## config.mk

```make
export PLATFORM = sky130hd
export DESIGN_NAME = cal_alarm_pair
export DESIGN_NICKNAME = d
export VERILOG_FILES = /design/src/rtl/cal_alarm_pkg.sv /design/src/rtl/alarm_match.sv /design/src/rtl/alarm_flag.sv /design/src/rtl/irq_pulse_gen.sv /design/src/rtl/cal_alarm_pair.sv
export SDC_FILE = /design/constraint.sdc
export NUM_CORES = 1
export LEC_CHECK = 0
export ABC_AREA = 0
export BUFFER_PORTS_ARGS = -buffer_cell sky130_fd_sc_hd__buf_2
export CORE_MARGIN = 5
export CORE_UTILIZATION = 30
export CTS_CLUSTER_SIZE = 40
export DETAILED_ROUTE_END_ITERATION = 16
export GPL_TIMING_DRIVEN = 0
export PLACE_DENSITY = 0.69
export RECOVER_POWER = 50
export SYNTH_ARGS = -nofsm -noshare
export SYNTH_HDL_FRONTEND = slang
export SYNTH_HIERARCHICAL = 1
export SYNTH_SLANG_ARGS = --single-unit
```

## constraint.sdc

```tcl
create_clock -name clk -period 1.52 [get_ports clk]
set_input_delay 0.304 -clock clk [delete_from_list [all_inputs] [get_ports clk]]
set_output_delay 0.304 -clock clk [all_outputs]
set_load 0.03 [all_outputs]
```

## src/rtl/cal_alarm_pkg.sv

```systemverilog
package cal_alarm_pkg;
  localparam int SEC_W  = 6;
  localparam int MIN_W  = 6;
  localparam int HR_W   = 5;
  localparam int DATE_W = 5;
  localparam int MON_W  = 4;
  localparam int WDAY_W = 3;
  localparam int NFIELD = 6;
  localparam int TIME_W = SEC_W + MIN_W + HR_W + DATE_W + MON_W + WDAY_W;

  // seconds occupy the least significant bits
  typedef struct packed {
    logic [WDAY_W-1:0] wday;
    logic [MON_W-1:0]  mon;
    logic [DATE_W-1:0] date;
    logic [HR_W-1:0]   hr;
    logic [MIN_W-1:0]  min;
    logic [SEC_W-1:0]  sec;
  } cal_time_t;

  typedef enum logic [2:0] {
    F_SEC = 3'd0, F_MIN = 3'd1, F_HR = 3'd2,
    F_DATE = 3'd3, F_MON = 3'd4, F_WDAY = 3'd5
  } field_idx_e;
endpackage

```

## src/rtl/alarm_match.sv

```systemverilog
module alarm_match
  import cal_alarm_pkg::*;
(
  input  cal_time_t         cur_i,
  input  cal_time_t         ref_i,
  input  logic [NFIELD-1:0] fen_i,
  output logic              hit_o
);
  logic [NFIELD-1:0] field_eq;

  always_comb begin
    field_eq         = '0;
    field_eq[F_SEC]  = (cur_i.sec  == ref_i.sec);
    field_eq[F_MIN]  = (cur_i.min  == ref_i.min);
    field_eq[F_HR]   = (cur_i.hr   == ref_i.hr);
    field_eq[F_DATE] = (cur_i.date == ref_i.date);
    field_eq[F_MON]  = (cur_i.mon  == ref_i.mon);
    field_eq[F_WDAY] = (cur_i.wday == ref_i.wday);
  end

  // an empty mask must never match
  assign hit_o = (|fen_i) && (&(field_eq | ~fen_i));
endmodule

```

## src/rtl/alarm_flag.sv

```systemverilog
module alarm_flag (
  input  logic clk,
  input  logic rst_n,
  input  logic set_i,
  input  logic clr_i,
  output logic flag_o
);
  logic flag_q, flag_d;

  always_comb begin
    flag_d = flag_q;
    if (clr_i) flag_d = 1'b0;
    if (set_i) flag_d = 1'b1;   // a new hit outranks a clear
  end

  always_ff @(posedge clk or negedge rst_n) begin
    if (!rst_n) flag_q <= 1'b0;
    else        flag_q <= flag_d;
  end

  assign flag_o = flag_q;
endmodule

```

## src/rtl/irq_pulse_gen.sv

```systemverilog
module irq_pulse_gen #(
  parameter int PULSE_CYC = 8
) (
  input  logic clk,
  input  logic rst_n,
  input  logic trig_i,
  output logic active_o
);
  localparam int CW = $clog2(PULSE_CYC + 1);
  localparam logic [CW-1:0] LOAD = CW'(PULSE_CYC);

  logic [CW-1:0] cnt_q, cnt_d;
  logic          cnt_en;

  assign cnt_en = trig_i || (cnt_q != '0);

  always_comb begin
    cnt_d = cnt_q;
    if (trig_i)              cnt_d = LOAD;
    else if (cnt_q != '0)    cnt_d = cnt_q - 1'b1;
  end

  always_ff @(posedge clk or negedge rst_n) begin
    if (!rst_n)      cnt_q <= '0;
    else if (cnt_en) cnt_q <= cnt_d;
  end

  assign active_o = (cnt_q != '0);
endmodule

```

## src/rtl/cal_alarm_pair.sv

```systemverilog
module cal_alarm_pair
  import cal_alarm_pkg::*;
#(
  parameter int NUM_ALM   = 2,
  parameter int PULSE_CYC = 8
) (
  input  logic                      clk,
  input  logic                      rst_n,
  input  logic                      sec_tick_i,
  input  logic [TIME_W-1:0]         cur_time_i,
  input  logic [NUM_ALM*TIME_W-1:0] alm_time_i,
  input  logic [NUM_ALM*NFIELD-1:0] alm_fen_i,
  input  logic [NUM_ALM-1:0]        alm_irq_en_i,
  input  logic                      pulse_mode_i,
  input  logic [NUM_ALM-1:0]        flag_clr_i,
  output logic [NUM_ALM-1:0]        flag_o,
  output logic                      irq_n_o
);
  // reset: asserted asynchronously, released on the clock
  logic [1:0] rst_sync_q;
  logic       rst_core_n;

  always_ff @(posedge clk or negedge rst_n) begin
    if (!rst_n) rst_sync_q <= 2'b00;
    else        rst_sync_q <= {rst_sync_q[0], 1'b1};
  end
  assign rst_core_n = rst_sync_q[1];

  cal_time_t          cur_t;
  logic [NUM_ALM-1:0] hit;
  logic [NUM_ALM-1:0] set_vec;

  assign cur_t = cal_time_t'(cur_time_i);

  for (genvar a = 0; a < NUM_ALM; a++) begin : g_alm
    cal_time_t ref_t;
    assign ref_t = cal_time_t'(alm_time_i[a*TIME_W +: TIME_W]);

    alarm_match u_match (
      .cur_i (cur_t),
      .ref_i (ref_t),
      .fen_i (alm_fen_i[a*NFIELD +: NFIELD]),
      .hit_o (hit[a])
    );

    assign set_vec[a] = sec_tick_i && hit[a];

    alarm_flag u_flag (
      .clk    (clk),
      .rst_n  (rst_core_n),
      .set_i  (set_vec[a]),
      .clr_i  (flag_clr_i[a]),
      .flag_o (flag_o[a])
    );
  end

  logic pulse_trig, pulse_active, latched_req, irq_req;

  assign pulse_trig  = |(set_vec & alm_irq_en_i);
  assign latched_req = |(flag_o & alm_irq_en_i);

  irq_pulse_gen #(.PULSE_CYC(PULSE_CYC)) u_pulse (
    .clk      (clk),
    .rst_n    (rst_core_n),
    .trig_i   (pulse_trig),
    .active_o (pulse_active)
  );

  assign irq_req = pulse_mode_i ? pulse_active : latched_req;
  assign irq_n_o = ~irq_req;
endmodule

```

---- Yosys cells after proc, flatten, opt, wreduce, memory -nomap -nowiden ----
Index checks and enable logic that the tools add are counted.
storage, ports and cells
  register bits ........................... 8
  input bits .............................. 107
  output and inout bits ................... 3
  word-level logic and storage cells ...... 47
cells by class
  add/sub/neg operators ................... 1
  equality and inequality tests ........... 12
  multiplexer cells ....................... 7
  bitwise gates (word level) .............. 7
  reductions and logical operators ........ 16
operators with widths
  cell                                                                 count
  6-bit equality test                                                  4
  5-bit equality test                                                  4
  6-bit NOT                                                            2
  6-bit OR                                                             2
  6-bit AND reduction                                                  2
  6-bit OR reduction                                                   2
  4-bit equality test                                                  2
  4-bit two-way mux                                                    2
  3-bit equality test                                                  2
  2-bit nonzero test                                                   3
  1-bit two-way mux                                                    5
  2-bit bitwise AND                                                    2
  1-bit logical AND                                                    4
  4-bit nonzero test                                                   1
  2-bit OR reduction                                                   2
  4-bit by 1-bit subtractor with 4-bit output (second input constant)  1
  2-bit AND reduction                                                  1
  1-bit logical OR                                                     1
  1-bit NOT                                                            1

---- Logic depth before layout (Yosys ltp) ----
  word-level depth ........................ 9
  depth in mapped cells ................... 9
  gate-level depth less buffers ........... 9

---- Modules after synthesis ----
The synthesis kept the hierarchy.
modules (own cells, without submodules)
  module          instances  cells each  area an instance (um2)  sequential area each (um2)
  alarm_match     2          45          351.6                   0.0
  irq_pulse_gen   1          20          217.7                   100.1
  cal_alarm_pair  1          10          102.6                   50.0
  alarm_flag      2          3           36.3                    25.0

---- Worst setup path before layout ----
Ideal clock, no wire load.
  kind .................................... input port to flip-flop
  start point ............................. in alm_time_i[54]
  end point ............................... reg u_pulse.cnt_q[0]
  setup time .............................. 125 ps
  arrival time ............................ 1,777 ps
  data required time ...................... 1,395 ps
  path slack .............................. -382 ps
  stages .................................. 9
  cell sequence ........................... xor2_1 > o41ai_1 > o31ai_1 > a21oi_1 > and3_1 > a22oi_1 > nor2b_1 > nor2b_1 > mux2_4
on the way
  word-level cells in the longest chain between the ends .. 9
  elaborated cells on any way between the ends .. 11
  those cells by class .................... eq/ne: 1; mux: 1; bitwise: 2; reduce/logical: 7
ends and longest elaborated chain
  element                                                                         RTL line              RTL
  start: declaration                                                              cal_alarm_pair.sv:11  input logic [NUM_ALM*TIME_W-1:0] alm_time_i,
  4-bit equality test (*)                                                         alarm_match.sv:17     field_eq[F_MON] = (cur_i.mon == ref_i.mon);
  6-bit OR (*)                                                                    alarm_match.sv:22     assign hit_o = (|fen_i) && (&(field_eq | ~fen_i));
  6-bit AND reduction (*)                                                         alarm_match.sv:22
  1-bit logical AND (*)                                                           alarm_match.sv:22
  via hit[1]                                                                      cal_alarm_pair.sv:30  logic [NUM_ALM-1:0] hit;
  1-bit logical AND (*)                                                           cal_alarm_pair.sv:46  assign set_vec[a] = sec_tick_i && hit[a];
  2-bit bitwise AND (*)                                                           cal_alarm_pair.sv:59  assign pulse_trig = |(set_vec & alm_irq_en_i);
  2-bit OR reduction (*)                                                          cal_alarm_pair.sv:59
  via pulse_trig                                                                  cal_alarm_pair.sv:57  logic pulse_trig, pulse_active, latched_req, irq_req;
  2-bit nonzero test (no source line) / 1-bit logical OR (equally long branches)  n/a
  2-bit AND reduction (no source line)                                            n/a
  end signal: assignment                                                          irq_pulse_gen.sv:25   else if (cnt_en) cnt_q <= cnt_d;
  end: declaration                                                                irq_pulse_gen.sv:12   logic [CW-1:0] cnt_q, cnt_d;
Mark *: on every way through the listed nets, which the timed path passes. The rest lies on a longest branch.
A chain may end at the register's enable or synchronous reset.

---- Worst setup path after layout ----
  start point ............................. in cur_time_i[23]
  end point ............................... reg u_pulse.cnt_q[0]
on the way
  word-level cells in the longest chain between the ends .. 9
  elaborated cells on any way between the ends .. 16
  those cells by class .................... eq/ne: 2; mux: 1; bitwise: 3; reduce/logical: 10
ends and longest elaborated chain
  element                                                                         RTL line              RTL
  start: declaration                                                              cal_alarm_pair.sv:10  input logic [TIME_W-1:0] cur_time_i,
  4-bit equality test (*)                                                         alarm_match.sv:17
  6-bit OR (*)                                                                    alarm_match.sv:22
  6-bit AND reduction (*)                                                         alarm_match.sv:22
  1-bit logical AND (*)                                                           alarm_match.sv:22
  via hit[1]                                                                      cal_alarm_pair.sv:30
  1-bit logical AND (*)                                                           cal_alarm_pair.sv:46
  2-bit bitwise AND (*)                                                           cal_alarm_pair.sv:59
  2-bit OR reduction (*)                                                          cal_alarm_pair.sv:59
  via pulse_trig                                                                  cal_alarm_pair.sv:57
  2-bit nonzero test (no source line) / 1-bit logical OR (equally long branches)  n/a
  2-bit AND reduction (no source line)                                            n/a
Marked as above.

==> results.yml <==
global_route:
  met3_usage: 0.0446
  grt_pass1_wl_mm: 6.02
  overflow: 0
  grt_max_degree: 7
  grt_pass1_vias: 1485
  busiest_layer: "met2"
  use_met1: 0.145
  grt_use_total: 0.149
  met2_usage: 0.291
  antenna_found_initial: 0
run_status:
  status: "complete, but fails checks"
  violations: "negative setup slack"
layout:
  synthToLayoutAreaGrowth_pct: 77.5
  final_cell_mix: "buf_2, xor2_1, xnor2_1"
  n_fill_cell: 384
  regArea_um2: 200
  mostFrequentLayoutCell: "buf_2"
  final_layout_size_suffix_gt1_frac: 0.544
  finalInstanceArea_mm2: 0.00195
  nets: 360
  multi_input_area_um2: 936
  antenna_cells: 0
floorplan:
  die_y_um: 70.4
  fp.coreArea_mm2: 0.00361
  die_w_um: 70.4
  die_area_mm2: 0.00496
  std_cell_rows: 22
  io_pins: 110
  start_util: 0.304
placement:
  gp_congestion: 0.772
  dp_hpwl_mm: 3.40
  portBuffers: 109
  placed_cell_area_mm2: 0.00171
clock_tree:
  cts-root-buf: "clkbuf_8"
  cts_max_level: 1
  cts_tree: "done"
  clock_latency_ps: 220
  numCtsBuffers: 3
  cts_buffer_depth: 2
  cts_sinks: 8
  clk_pin_slew_ps: 40
logic_synthesis:
  ys_types: 29
  synth_cells: 126
  synth_area_leader_cell: "xor2_1"
  synth_area_mm2: 0.00110
  yosysWarnings: 6
  ys_seq_area_frac: 0.183
  synth_nets: 234
  yosys.area.top_type_share: 0.288
  ys_ff_latch: 8
  syn_avg_cell_area_um2: 8.70
  synthTopCellsByArea: "xor2_1, dfrtp_1, xnor2_1"
drt:
  drcViolationCount: 0
  drtIter0Drc: 26
  num_vias: 1377
  ant_nets: 0
  wirelength_mm: 3.77
  dr.pass1.iters: 4
  vias_per_cell: 4.62
  post_drt_wl_per_cell_um: 12.6
power:
  internal_power_uw: 925
  switching_power_uw: 450
  seqPwrFrac: 0.238
  p_clk_frac: 0.178
  p_leak_nw: 0.992
  fin_total_pwr_mw: 1.38
  comb_power_share: 0.584
  switching_share: 0.327
  irDropWorstVdd_mv: 0.319
  powerDensity_mw_per_mm2: 707
timing:
  hold_ws_ps: 83.5
  fin_crit_sh: 1.26
  finalMaxSlewViolations: 0
  grt_setup_unrepaired: "true"
  setup_ws_ps: -390
  finalCriticalPeriod_ps: 1910
  fin_skew_ps: 1.55
  hold_viol: 0
  fmax_ghz: 0.524
  setup_viol: 7
job:
  maxCapViolCount: 0
worst_setup_path:
  cp_max_fo: 3
  critPathKind: "input port to flip-flop"
  worstPathArrival_ps: 2020
  startpoint_type: "input port"
  cp-end-kind: "flip-flop"
  worst_ep_required_time_ps: 1630
hold_path:
  hp-class: "flip-flop to async pin"
==> cells by family after synthesis <==
| kind of cell | synth area share |
|---|---|
| compound gates | 0.131 |
| xor+xnor | 0.463 |
| buf+inv | 0.0171 |
| flops | 0.183 |
| mux | 0.0137 |
| other cells | 0.00342 |
| simple gates | 0.177 |
| fa+ha+maj | 0.0114 |
==> per-layer routing <==
| metal | part of all wire | up-vias |
|---|---|---|
| met5 | 0 | - |
| met4 | 0.0074 | 0 |
| met3 | 0.10 | 4 |
| met2 | 0.56 | 57 |
| met1 | 0.33 | 622 |
| li1 | - | 694 |
==> what timing repair did <==
| action | in CTS | in global routing |
|---|---|---|
| hold buffers | 1 | 0 |
| hold endpoints to repair | 2 | 0 |
| resized for setup | 14 | 6 |
| setup buffers | 7 | 4 |
| pin swaps | 8 | 4 |
| endpoints found under the setup margin | 7 | 7 |
==> critical path: stages <==
cell	delay, ps
buf_8	100
xor2_2	160
o41ai_2	420
o31ai_1	130
a21oi_1	130
and3_4	200
a22oi_2	70
nor2b_2	160
nor2b_1	70
mux2_4	260
==> worst paths after layout <==
path	startpoint	to	slack, ps	depth (start not counted)
worst max-delay path	cur_time_i[23]	u_pulse/cnt_q[0]$_DFFE_PN0P_	-390	10
worst min-delay path	rst_sync_q[1]$_DFF_PN0_	u_pulse/cnt_q[1]$_DFFE_PN0P_	80	0
worst max register to register	u_pulse/cnt_q[1]$_DFFE_PN0P_	u_pulse/cnt_q[0]$_DFFE_PN0P_	-10	5
worst min register to register	rst_sync_q[1]$_DFF_PN0_	u_pulse/cnt_q[1]$_DFFE_PN0P_	80	0
max in group asynchronous	rst_n	rst_sync_q[1]$_DFF_PN0_	1040	2
min in group clk	flag_clr_i[0]	g_alm[0].u_flag/flag_o$_DFFE_PN0P_	340	3
==> Yosys cell counts (all sizes together) <==
library cell  count
o31a              1
o31ai             2
a221o             1
xnor2            22
conb              1
and2              2
nor2b             2
inv               5
or3b              1
a211o             1
xor2             36
nor4              4
nand2b            1
nand3b            1
or4               2
mux2              1
nor3              5
dfrtp             8
nor4b             1
o21ai             1
o41ai             2
a22oi             5
ha                1
a21oi             3
and3              2
a211oi            1
nor2              2
a21o              2
nand3            10
==> metrics by stage <==
| stage | utilization | TNS, ps | cells | setup WS [ps] |
|---|---|---|---|---|
| 2_1_floorplan | - | -1200 | 126 | -317 |
| 5_1_grt | 0.540 | -2270 | 298 | -463 |
| 3_3_place_gp | 0.475 | -3240 | 283 | -812 |
| 3_5_place_dp | 0.475 | -3400 | 283 | -835 |
| 4_1_cts | 0.524 | -1930 | 294 | -405 |
| 6_report | 0.540 | -1820 | 298 | -390 |
==> registers in the layout (all words and copies together), names as in the netlist <==
signal / cells
g_alm.u_flag/flag_o: 2
u_pulse/cnt_q: 4
rst_sync_q: 2
==> power groups by stage <==
stage	registers, mW	clock network (mW)	logic [mW]
global placement	0.336	0	0.588
finish	0.327	0.245	0.803
global route	0.336	0.263	0.892
floorplan	0.325	0	0.366
detailed placement	0.337	0	0.596
CTS	0.324	0.254	0.740
==> cell type report <==
| cell class | instances | area share |
|---|---|---|
| Multi-Input combinational cell | 113 | 0.481 |
| Sequential cell | 8 | 0.103 |
| Tap cell | 48 | 0.0309 |
| Clock buffer | 3 | 0.0212 |
| Inverter | 5 | 0.00965 |
| Timing Repair Buffer | 121 | 0.354 |
Note: power is estimated with default switching activity, not from simulation.
